--- src/rtl/rxq_pkg.sv ---
package rxq_pkg;

    typedef enum logic [2:0] {
        RX_IDLE,
        RX_START,
        RX_DATA,
        RX_PARITY,
        RX_STOP
    } rx_state_t;

    typedef struct packed {
        logic       perr;
        logic       ferr;
        logic [7:0] data;
    } rx_word_t;

    // Threshold table for the ready-to-send select
    function automatic int rts_threshold(input logic [2:0] code);
        if (code == 3'd0)
            return 15;
        else if (code == 3'd1)
            return 1;
        else
            return 2 * int'(code);
    endfunction

endpackage

--- src/rtl/rx_frame.sv ---
module rx_frame
    import rxq_pkg::*;
#(
    parameter int OSR = 16
) (
    input  logic     clk,
    input  logic     rst_n,
    input  logic     tick,
    input  logic     rxd,
    input  logic     rx_en,
    input  logic     par_en,
    input  logic     par_odd,
    output logic     push,
    output rx_word_t word
);
    localparam int             CW   = $clog2(OSR);
    localparam logic [CW-1:0]  MIDC = CW'(OSR / 2 - 1);
    localparam logic [CW-1:0]  LSTC = CW'(OSR - 1);

    rx_state_t  st, st_nx;
    logic [1:0] sync_q;
    logic       rxs;
    logic [CW-1:0] cnt;
    logic [2:0] bidx;
    logic [7:0] shreg;
    logic       pbit;

    assign rxs = sync_q[1];

    always_ff @(posedge clk or negedge rst_n) begin
        if (!rst_n) sync_q <= 2'b11;
        else        sync_q <= {sync_q[0], rxd};
    end

    // state register
    always_ff @(posedge clk or negedge rst_n) begin
        if (!rst_n) st <= RX_IDLE;
        else        st <= st_nx;
    end

    // next state
    always_comb begin
        st_nx = st;
        if (!rx_en) begin
            st_nx = RX_IDLE;
        end else if (tick) begin
            unique case (st)
                RX_IDLE:   if (!rxs) st_nx = RX_START;
                RX_START:  if (cnt == MIDC) st_nx = rxs ? RX_IDLE : RX_DATA;
                RX_DATA:   if (cnt == LSTC && bidx == 3'd7)
                               st_nx = par_en ? RX_PARITY : RX_STOP;
                RX_PARITY: if (cnt == LSTC) st_nx = RX_STOP;
                RX_STOP:   if (cnt == LSTC) st_nx = RX_IDLE;
                default:   st_nx = RX_IDLE;
            endcase
        end
    end

    // outputs and datapath
    always_ff @(posedge clk or negedge rst_n) begin
        if (!rst_n) begin
            cnt   <= '0;
            bidx  <= '0;
            shreg <= '0;
            pbit  <= 1'b0;
            push  <= 1'b0;
            word  <= '0;
        end else begin
            push <= 1'b0;
            if (!rx_en) begin
                cnt  <= '0;
                bidx <= '0;
            end else if (tick) begin
                if (st_nx != st || cnt == LSTC) cnt <= '0;
                else                            cnt <= cnt + 1'b1;
                unique case (st)
                    RX_IDLE:  bidx <= '0;
                    RX_START: bidx <= '0;
                    RX_DATA: begin
                        if (cnt == LSTC) begin
                            shreg <= {rxs, shreg[7:1]};
                            bidx  <= bidx + 1'b1;
                        end
                    end
                    RX_PARITY: begin
                        if (cnt == LSTC) pbit <= rxs;
                    end
                    RX_STOP: begin
                        if (cnt == LSTC) begin
                            push      <= 1'b1;
                            word.data <= shreg;
                            word.ferr <= ~rxs;
                            word.perr <= par_en & (pbit ^ (^shreg) ^ par_odd);
                        end
                    end
                    default: bidx <= '0;
                endcase
            end
        end
    end


    rx_off_idle_chk: assert property (@(posedge clk) disable iff (!rst_n)
        !rx_en |=> st == RX_IDLE);


    push_from_stop_chk: assert property (@(posedge clk) disable iff (!rst_n)
        push |-> $past(st) == RX_STOP);


    no_perr_wo_parity_chk: assert property (@(posedge clk) disable iff (!rst_n)
        (push && !$past(par_en)) |-> !word.perr);

endmodule

--- src/rtl/rx_fifo.sv ---
module rx_fifo
    import rxq_pkg::*;
#(
    parameter int DEPTH = 64
) (
    input  logic                       clk,
    input  logic                       rst_n,
    input  logic                       push,
    input  rx_word_t                   wr_word,
    input  logic                       pop,
    output rx_word_t                   rd_word,
    output logic                       rd_valid,
    output logic [$clog2(DEPTH):0]     count,
    output logic                       overrun
);
    localparam int            AW   = $clog2(DEPTH);
    localparam int            CW   = AW + 1;
    localparam logic [CW-1:0] FULL = CW'(DEPTH);

    rx_word_t      mem [DEPTH];
    logic [AW-1:0] wptr, rptr;
    logic          acc, take;

    assign acc      = push && (count != FULL);
    assign take     = pop && (count != '0);
    assign rd_valid = (count != '0);
    assign rd_word  = mem[rptr];

    always_ff @(posedge clk) begin
        if (acc) mem[wptr] <= wr_word;
    end

    always_ff @(posedge clk or negedge rst_n) begin
        if (!rst_n) begin
            wptr    <= '0;
            rptr    <= '0;
            count   <= '0;
            overrun <= 1'b0;
        end else begin
            if (acc)  wptr <= wptr + 1'b1;
            if (take) rptr <= rptr + 1'b1;
            if (acc && !take)      count <= count + 1'b1;
            else if (take && !acc) count <= count - 1'b1;
            if (push && !acc) overrun <= 1'b1;
        end
    end


    ovr_sticky_chk: assert property (@(posedge clk) disable iff (!rst_n)
        overrun |=> overrun);


    full_drop_chk: assert property (@(posedge clk) disable iff (!rst_n)
        (count == FULL && push && !pop) |=> (count == FULL && overrun));


    pop_dec_chk: assert property (@(posedge clk) disable iff (!rst_n)
        (pop && !push && count != '0) |=> count == $past(count) - 1'b1);

endmodule

--- src/rtl/rts_ctrl.sv ---
module rts_ctrl
    import rxq_pkg::*;
#(
    parameter int CW = 7
) (
    input  logic          clk,
    input  logic          rst_n,
    input  logic [CW-1:0] count,
    input  logic [2:0]    sel,
    input  logic          flow_en,
    input  logic          rx_en,
    output logic          rts_n
);
    logic hold;

    assign hold = !flow_en || !rx_en || (int'(count) >= rts_threshold(sel));

    always_ff @(posedge clk or negedge rst_n) begin
        if (!rst_n) rts_n <= 1'b1;
        else        rts_n <= hold;
    end


    rts_rx_off_chk: assert property (@(posedge clk) disable iff (!rst_n)
        !rx_en |=> rts_n);


    rts_flow_off_chk: assert property (@(posedge clk) disable iff (!rst_n)
        !flow_en |=> rts_n);


    rts_empty_low_chk: assert property (@(posedge clk) disable iff (!rst_n)
        (rx_en && flow_en && count == '0) |=> !rts_n);

endmodule

--- src/rtl/uart_rx_rts_fifo.sv ---
module uart_rx_rts_fifo
    import rxq_pkg::*;
#(
    parameter int OSR   = 16,
    parameter int DEPTH = 64
) (
    input  logic                    clk,
    input  logic                    rst_n,
    input  logic                    tick16,
    input  logic                    rxd,
    input  logic                    rx_en,
    input  logic                    par_en,
    input  logic                    par_odd,
    input  logic [2:0]              rts_sel,
    input  logic                    flow_en,
    output logic [7:0]              rd_data,
    output logic                    rd_perr,
    output logic                    rd_ferr,
    output logic                    rd_valid,
    input  logic                    rd_take,
    output logic [$clog2(DEPTH):0]  fill,
    output logic                    overrun,
    output logic                    rts_n
);
    localparam int CW = $clog2(DEPTH) + 1;

    logic     push;
    rx_word_t wword, rword;

    rx_frame #(.OSR(OSR)) u_frame (
        .clk     (clk),
        .rst_n   (rst_n),
        .tick    (tick16),
        .rxd     (rxd),
        .rx_en   (rx_en),
        .par_en  (par_en),
        .par_odd (par_odd),
        .push    (push),
        .word    (wword)
    );

    rx_fifo #(.DEPTH(DEPTH)) u_fifo (
        .clk      (clk),
        .rst_n    (rst_n),
        .push     (push),
        .wr_word  (wword),
        .pop      (rd_take),
        .rd_word  (rword),
        .rd_valid (rd_valid),
        .count    (fill),
        .overrun  (overrun)
    );

    rts_ctrl #(.CW(CW)) u_rts (
        .clk     (clk),
        .rst_n   (rst_n),
        .count   (fill),
        .sel     (rts_sel),
        .flow_en (flow_en),
        .rx_en   (rx_en),
        .rts_n   (rts_n)
    );

    assign rd_data = rword.data;
    assign rd_perr = rword.perr;
    assign rd_ferr = rword.ferr;

endmodule

--- config.mk ---
export PLATFORM = sky130hd
export DESIGN_NAME = uart_rx_rts_fifo
export DESIGN_NICKNAME = d
export VERILOG_FILES = /design/src/rtl/rxq_pkg.sv /design/src/rtl/rx_frame.sv /design/src/rtl/rx_fifo.sv /design/src/rtl/rts_ctrl.sv /design/src/rtl/uart_rx_rts_fifo.sv
export SDC_FILE = /design/constraint.sdc
export NUM_CORES = 1
export LEC_CHECK = 0
export BUFFER_PORTS_ARGS = -buffer_cell sky130_fd_sc_hd__buf_2
export CAP_MARGIN = 20
export CORE_ASPECT_RATIO = 0.7
export CORE_MARGIN = 5
export CORE_UTILIZATION = 55
export CTS_CLUSTER_SIZE = 12
export DETAILED_ROUTE_END_ITERATION = 10
export PLACE_DENSITY = 0.71
export SETUP_SLACK_MARGIN = 0.4
export SYNTH_ARGS = -nofsm -noshare
export SYNTH_HDL_FRONTEND = slang
export SYNTH_SLANG_ARGS = --single-unit
--- constraint.sdc ---
create_clock -name clk -period 4.21 [get_ports clk]
set_input_delay 0.842 -clock clk [delete_from_list [all_inputs] [get_ports clk]]
set_output_delay 0.842 -clock clk [all_outputs]
set_load 0.02 [all_outputs]
### After elaboration in Yosys (flattened, before gate mapping)

Memories as Yosys holds them, arrays and structs flattened.
Cells that the tools add are included.

* reduce and logical (&&, ||, !) cells: 23
* magnitude comparators: 1
* mux-type cells: 27
* $add $sub $neg: 6
* bitwise gates (word level): 4
* equality and inequality tests: 13

Operators with widths (number)
* $mux 3: 11
* $mux 4: 5
* $pmux 3 s5: 1
* $mux 7: 2
* $add 6x1->6 const B: 2
* $reduce_and 4->1: 3
* $reduce_xor 8->1: 1
* $add 7x1->7 const B: 1
* $ge 7x4->1: 1
* $ne 7x7->1 const B: 1
* $reduce_bool 7->1: 1
* $sub 7x1->7 const B: 1
* $eq 3x1->1 const B: 2
* $eq 3x2->1 const B: 2
* $eq 3x3->1 const B: 2
* $logic_and 1x1->1: 6
* $logic_not 3->1: 2
* $mux 1: 6
* $pmux 3 s2: 1
* $add 4x1->4 const B: 1
* $eq 4x3->1 const B: 1
* $eq 4x4->1 const B: 1
* $logic_not 1->1: 4
* $ne 2x2->1 const B: 2
* other kinds (11): 14

* register bits: 53
* bits in writable memories: 640
* input port bits: 12
* memories: 1

Memory list
* u_fifo.mem: depth 64, width 10, rd ports 1, clocked after memory_dff 0, wr ports 1, line rx_fifo.sv:20 `rx_word_t mem [DEPTH];`

### Logic depth before layout (Yosys ltp)

* depth after elaboration: 11
* depth in mapped cells: 13

### By module

A second synthesis with hierarchy kept.

* cell total of the unflattened synthesis: 1422
* area, all modules: 27644.0 µm²

Modules (own cells, without submodules)
* rx_fifo: instances 1, cells each 1263, sequential area each 19718.9 µm², area an instance 25863.6 µm²
* rx_frame: instances 1, cells each 142, sequential area each 803.3 µm², area an instance 1627.8 µm²
* rts_ctrl: instances 1, cells each 17, sequential area each 26.3 µm², area an instance 152.6 µm²

### Worst setup path after synthesis

No wires, ideal clock.

* path kind: register to register
* start point: register u_fifo.count[1]
* end point: register u_fifo.count[5]
* slack: 872 ps
* arrival time: 3202 ps
* stages on the path, launching flop included: 14
* setup time: 136 ps
* buffers on the path: 1
* cells stage by stage: dfrtp_1 -> nor4_1 -> nand2_1 -> and2_1 -> clkbuf_1 -> inv_1 -> ha_1 -> inv_1 -> ha_1 -> a21o_1 -> a21o_1 -> a21oi_1 -> nor4_1 -> or3b_2

* cells in the longest elaborated chain, start to end: 5
* elaborated cells between the ends (all ways): 13
* those cells by class: 2 x add/sub; 1 x eq/ne; 2 x mux; 8 x reduce/logical

RTL lines
* start: declaration: line rx_fifo.sv:13 `output logic [$clog2(DEPTH):0] count,`
* start signal: assignment: line rx_fifo.sv:42 `if (acc && !take) count <= count + 1'b1;`
* start signal: assignment: line rx_fifo.sv:43 `else if (take && !acc) count <= count - 1'b1;`
* $reduce_bool 7->1 (*)
* via rd_valid: line uart_rx_rts_fifo.sv:19 `output logic rd_valid,`
* $logic_and 1x1->1 (*): line rx_fifo.sv:25 `assign take = pop && (count != '0);`
* $logic_not 1->1: line rx_fifo.sv:42
* $logic_and 1x1->1: line rx_fifo.sv:42
* $mux 7 / $reduce_bool 2->1 (equally long branches)

Mark *: on every way through the listed nets, which the timed path passes. The rest lies on a longest branch. The select of a mux whose other input is x is not followed.
A chain may end at the register's enable or synchronous reset.

### Worst setup path after layout

* start point: register u_fifo.rptr[0]
* end point: output rd_ferr

* cells in the longest elaborated chain, start to end: 1

RTL lines
* start: declaration: line rx_fifo.sv:21 `logic [AW-1:0] wptr, rptr;`
* start signal: assignment: line rx_fifo.sv:41 `if (take) rptr <= rptr + 1'b1;`
* $mem_v2 64x10
* end: declaration: line uart_rx_rts_fifo.sv:18 `output logic rd_ferr,`

Every way passes these cells.

==> results.txt <==
----------------------------------------------------
[Setup path]
  Endpoint class of the critical path ... output pin
  Number of cells on the critical path ... 7
  Worst reg-to-reg setup slack ... 0.86 ns
  Type of the setup path with the least slack ... flop to output pin
  Worst r2r src ... u_fifo.count[1]
  Data required time at the worst endpoint ... 3.37 ns
  Buffers & Inverters on Critical Path ... 3
  Critical path's largest stage delay ... 0.59 ns
  Endpoint of the worst-slack reg-to-reg timing path ... u_fifo.count[5]
  End of the critical path ... rd_ferr
  Cell type group with the largest total delay on the critical path ... simple AND/OR/NAND/NOR gates
  Data arrival time of the critical path ... 3.17 ns
  Largest fanout of any net on the critical path ... 14
  Cell with the largest stage delay on the worst path ... sky130_fd_sc_hd__or4_4
  Critical path startpoint ... u_fifo.rptr[0]
  Cell-by-cell trace of the critical path ... clkbuf_16, buf_16, mux4_2, a22oi_1, a21oi_2, or4_4, buf_6
  Critical Path Source Type ... flop
  Depth of the worst register-to-register path ... 12

[Clock network]
  Buffers from clock root to sink, at most ... 3
  Clock latency on the worst-skew pair ... 0.59 ns
  Clock H-tree levels ... 3
  TritonCTS clock tree ... done
  Clock transition time at the flip-flop clock pins of the worst setup and hold paths ... 0.07 ns
  Clock sink total ... 693
  Hold buffers post-CTS ... 0
  Total CTS buffers ... 69
  Buffer cell driving the clock tree root ... sky130_fd_sc_hd__clkbuf_16

[Logic synthesis]
  Gate count of the mapped netlist ... 1350
  Sequential fraction of the synthesis area ... 0.756
  Post-synthesis cell area ... 27200 um2
  Area share of the leading cell type in the synthesized netlist ... 0.707
  Cell with the most instances after synthesis ... sky130_fd_sc_hd__edfxtp_1
  Main synth FF type ... sky130_fd_sc_hd__edfxtp_1
  Post-synthesis sequential element count ... 693
  Count of distinct cell types in the synthesized netlist ... 52
  Cell type contributing the most total cell area after synthesis ... sky130_fd_sc_hd__edfxtp_1
  Average size of a mapped cell ... 20.1 um2
  Number of enable flip-flop cells after synthesis ... 640
  Net Count, Synth ... 1378
  Warnings, synthesis ... 0
  FFs w/ async S/R, synth ... 0.0765
  Most frequent cells after synthesis ... 640 x sky130_fd_sc_hd__edfxtp_1, 160 x sky130_fd_sc_hd__mux4_2, 82 x sky130_fd_sc_hd__nor2_1
  Cell types occupying the most area after synthesis ... sky130_fd_sc_hd__edfxtp_1 71%, sky130_fd_sc_hd__mux4_2 13%, sky130_fd_sc_hd__dfrtp_1 4.6%

[Global route]
  Antenna violations before repair ... 0
  Number of global-route vias before repair ... 13916
  Overall fraction of global-route tracks in use ... 0.230
  Maximum number of pins on one net before global-route repair ... 66
  First-pass GRT wire length ... 91300 um
  Total global routing overflow ... 0

[Final layout]
  Number of antenna repair diodes ... 0
  Share of post-route cells with drive strength above 1 ... 0.337
  Layout-stage area growth over the synthesis result ... 16.6%
  # nets final ... 1519
  Filler-free cell count of the finished design ... 2179

[Timing]
  Slew at the pin closest to its max-slew limit ... 1.15 ns
  Skew final ... 0.0159 ns
  Pins Over Slew Limit ... 0
  Max-slew headroom ... 0.230
  Final setup violation count ... 0
  Achievable clock frequency ... 0.249 GHz
  Setup tns final ... 0 ns
  Final critical-path required period ... 4.01 ns
  Final number of hold-violating endpoints ... 0
  Setup repair after global routing missed its margin ... yes
  Final critical-path share of the clock period ... 0.953

[Routing]
  Antenna-violating nets left ... 0
  DR vias ... 14032
  Post-DR wirelength/cell ... 28.7 um
  Pre-Repair DR Iteration Count ... 5
  Final WL ... 62500 um
  Residual DRC ... 0
  Via density per instance ... 6.44
  Detailed Route Iter0 Violations ... 1885

[Power]
  Pwr per Cell Area ... 578 nW/um2
  Cell leakage power ... 9.32 nW
  IR Drop Worst-Case VDD ... 0.000345 V

[Floorplan]
  Horizontal extent of the die ... 276 um
  Effective utilization at floorplan ... 0.554
  Die extent in y ... 196 um
  Io pins ... 32
  Floorplan die area ... 54100 um2
  # rows ... 68
  Core region area ... 49100 um2

[Outcome]
  Status ... finished clean

[Min path]
  Hold crit path type ... input port to async pin

[Job]
  Number of max-cap violations ... 0

[Placed design]
  Count of port buffers added during placement ... 31
  Placer's final routability congestion estimate ... 0.818
  Post-DP HPWL ... 35200 um
  Number of cells in the design after placement ... 2031

----------------------------------------------------
==> power breakdown <==
group	total [W]	switching (W)	internal [W]
clock network	0.00550	0.00243	0.00307
logic	0.00517	0.00278	0.00239
registers	0.00765	0.000148	0.00750
total	0.0183	0.00536	0.0130
==> final cells by class <==
type	count	area [um2]
fillers	3158	17400
flip-flops and latches	693	20600
repair buffers	143	1710
clock inverters	12	111
inverters	11	41.3
well taps	665	832
multi-input cells	573	6650
clock buffers	82	1800
==> stage by stage <==
step / hold WS (ns) / power (W) / worst slack (ns) / cell area, um2 / util
after global routing: 0.245 / 0.0189 / 0.163 / 31700 / 0.646
after detailed placement: 0.347 / 0.0116 / 0.562 / 28400 / 0.579
after floorplan: 0.345 / 0.0103 / 0.872 / 27200 / -
after global placement: 0.347 / 0.0116 / 0.515 / 28400 / 0.579
final: 0.215 / 0.0183 / 0.197 / 31700 / 0.646
after CTS: 0.211 / 0.0179 / 0.220 / 31000 / 0.632
==> logic make-up after synthesis <==
kind of cell             synth area share
AO/OA/AOI/OAI                      0.0394
flip-flops                          0.756
buffers and inverters              0.0145
adder cells (fa/ha/maj)           0.00764
multiplexers                        0.141
AND/OR/NAND/NOR                    0.0341
XOR/XNOR                          0.00791
==> metal layers <==
| layer | track usage | wire length [um] | vias to the layer above |
|---|---|---|---|
| met5 | 0 | 0 | - |
| met4 | 0.0636 | 1580 | 0 |
| met3 | 0.0676 | 5980 | 111 |
| met2 | 0.331 | 28400 | 736 |
| met1 | 0.351 | 26600 | 7363 |
| li1 | - | - | 5822 |
==> state kept, by name, summed over array words and instances, names as in the netlist <==
| name | flops |
|---|---|
| u_fifo.mem | 640 |
| u_frame.word | 10 |
| u_frame.shreg | 8 |
| u_fifo.count | 7 |
| u_fifo.rptr | 6 |
| u_fifo.wptr | 6 |
| u_frame.cnt | 4 |
| u_frame.bidx | 3 |
| u_frame.st | 3 |
| u_frame.sync_q | 2 |
| u_fifo.overrun | 1 |
| u_frame.pbit | 1 |
| u_frame.push | 1 |
| u_rts.rts_n | 1 |
==> how the worst min path moves through the flow <==
stage / start / end / slack, ns
after CTS: rst_n / u_frame.cnt[1] / 0.21
after global routing: rst_n / u_frame.cnt[0] / 0.25
after global placement: u_frame.sync_q[0] / u_frame.sync_q[1] / 0.35
after floorplan: u_frame.sync_q[0] / u_frame.sync_q[1] / 0.35
after detailed placement: u_frame.sync_q[0] / u_frame.sync_q[1] / 0.35
final: rst_n / u_frame.cnt[0] / 0.21
==> what timing repair did <==
| action | in CTS | in global routing |
|---|---|---|
| setup buffers | 13 | 11 |
| pin swaps | 18 | 22 |
| cloned | 7 | 6 |
| endpoints found under the setup margin | 10 | 11 |
| gates resized for setup | 84 | 43 |
==> placed cells by master (no fill, tap or decap), types with 11 or more instances in the layout <==
| cell type | synthesis | routed |
|---|---|---|
| sky130_fd_sc_hd__buf_12 | 0 | 24 |
| sky130_fd_sc_hd__nor2_1 | 82 | 81 |
| sky130_fd_sc_hd__a21oi_2 | 0 | 24 |
| sky130_fd_sc_hd__mux4_2 | 160 | 160 |
| sky130_fd_sc_hd__nand2_1 | 30 | 30 |
| sky130_fd_sc_hd__clkbuf_16 | 0 | 76 |
| sky130_fd_sc_hd__inv_1 | 11 | 11 |
| sky130_fd_sc_hd__buf_4 | 3 | 63 |
| sky130_fd_sc_hd__a21oi_1 | 50 | 25 |
| sky130_fd_sc_hd__buf_6 | 7 | 12 |
| sky130_fd_sc_hd__mux2_2 | 19 | 19 |
| sky130_fd_sc_hd__buf_2 | 10 | 23 |
| sky130_fd_sc_hd__buf_16 | 0 | 11 |
| sky130_fd_sc_hd__a22oi_2 | 0 | 46 |
| sky130_fd_sc_hd__ha_1 | 15 | 15 |
| sky130_fd_sc_hd__nand3_1 | 14 | 14 |
| sky130_fd_sc_hd__clkbuf_1 | 49 | 12 |
| sky130_fd_sc_hd__a22oi_1 | 80 | 34 |
| sky130_fd_sc_hd__dfrtp_1 | 50 | 38 |
| sky130_fd_sc_hd__edfxtp_1 | 640 | 640 |
| sky130_fd_sc_hd__o21ai_0 | 15 | 15 |
| sky130_fd_sc_hd__xnor2_1 | 20 | 20 |
Note: power is estimated with default switching activity, not from simulation.
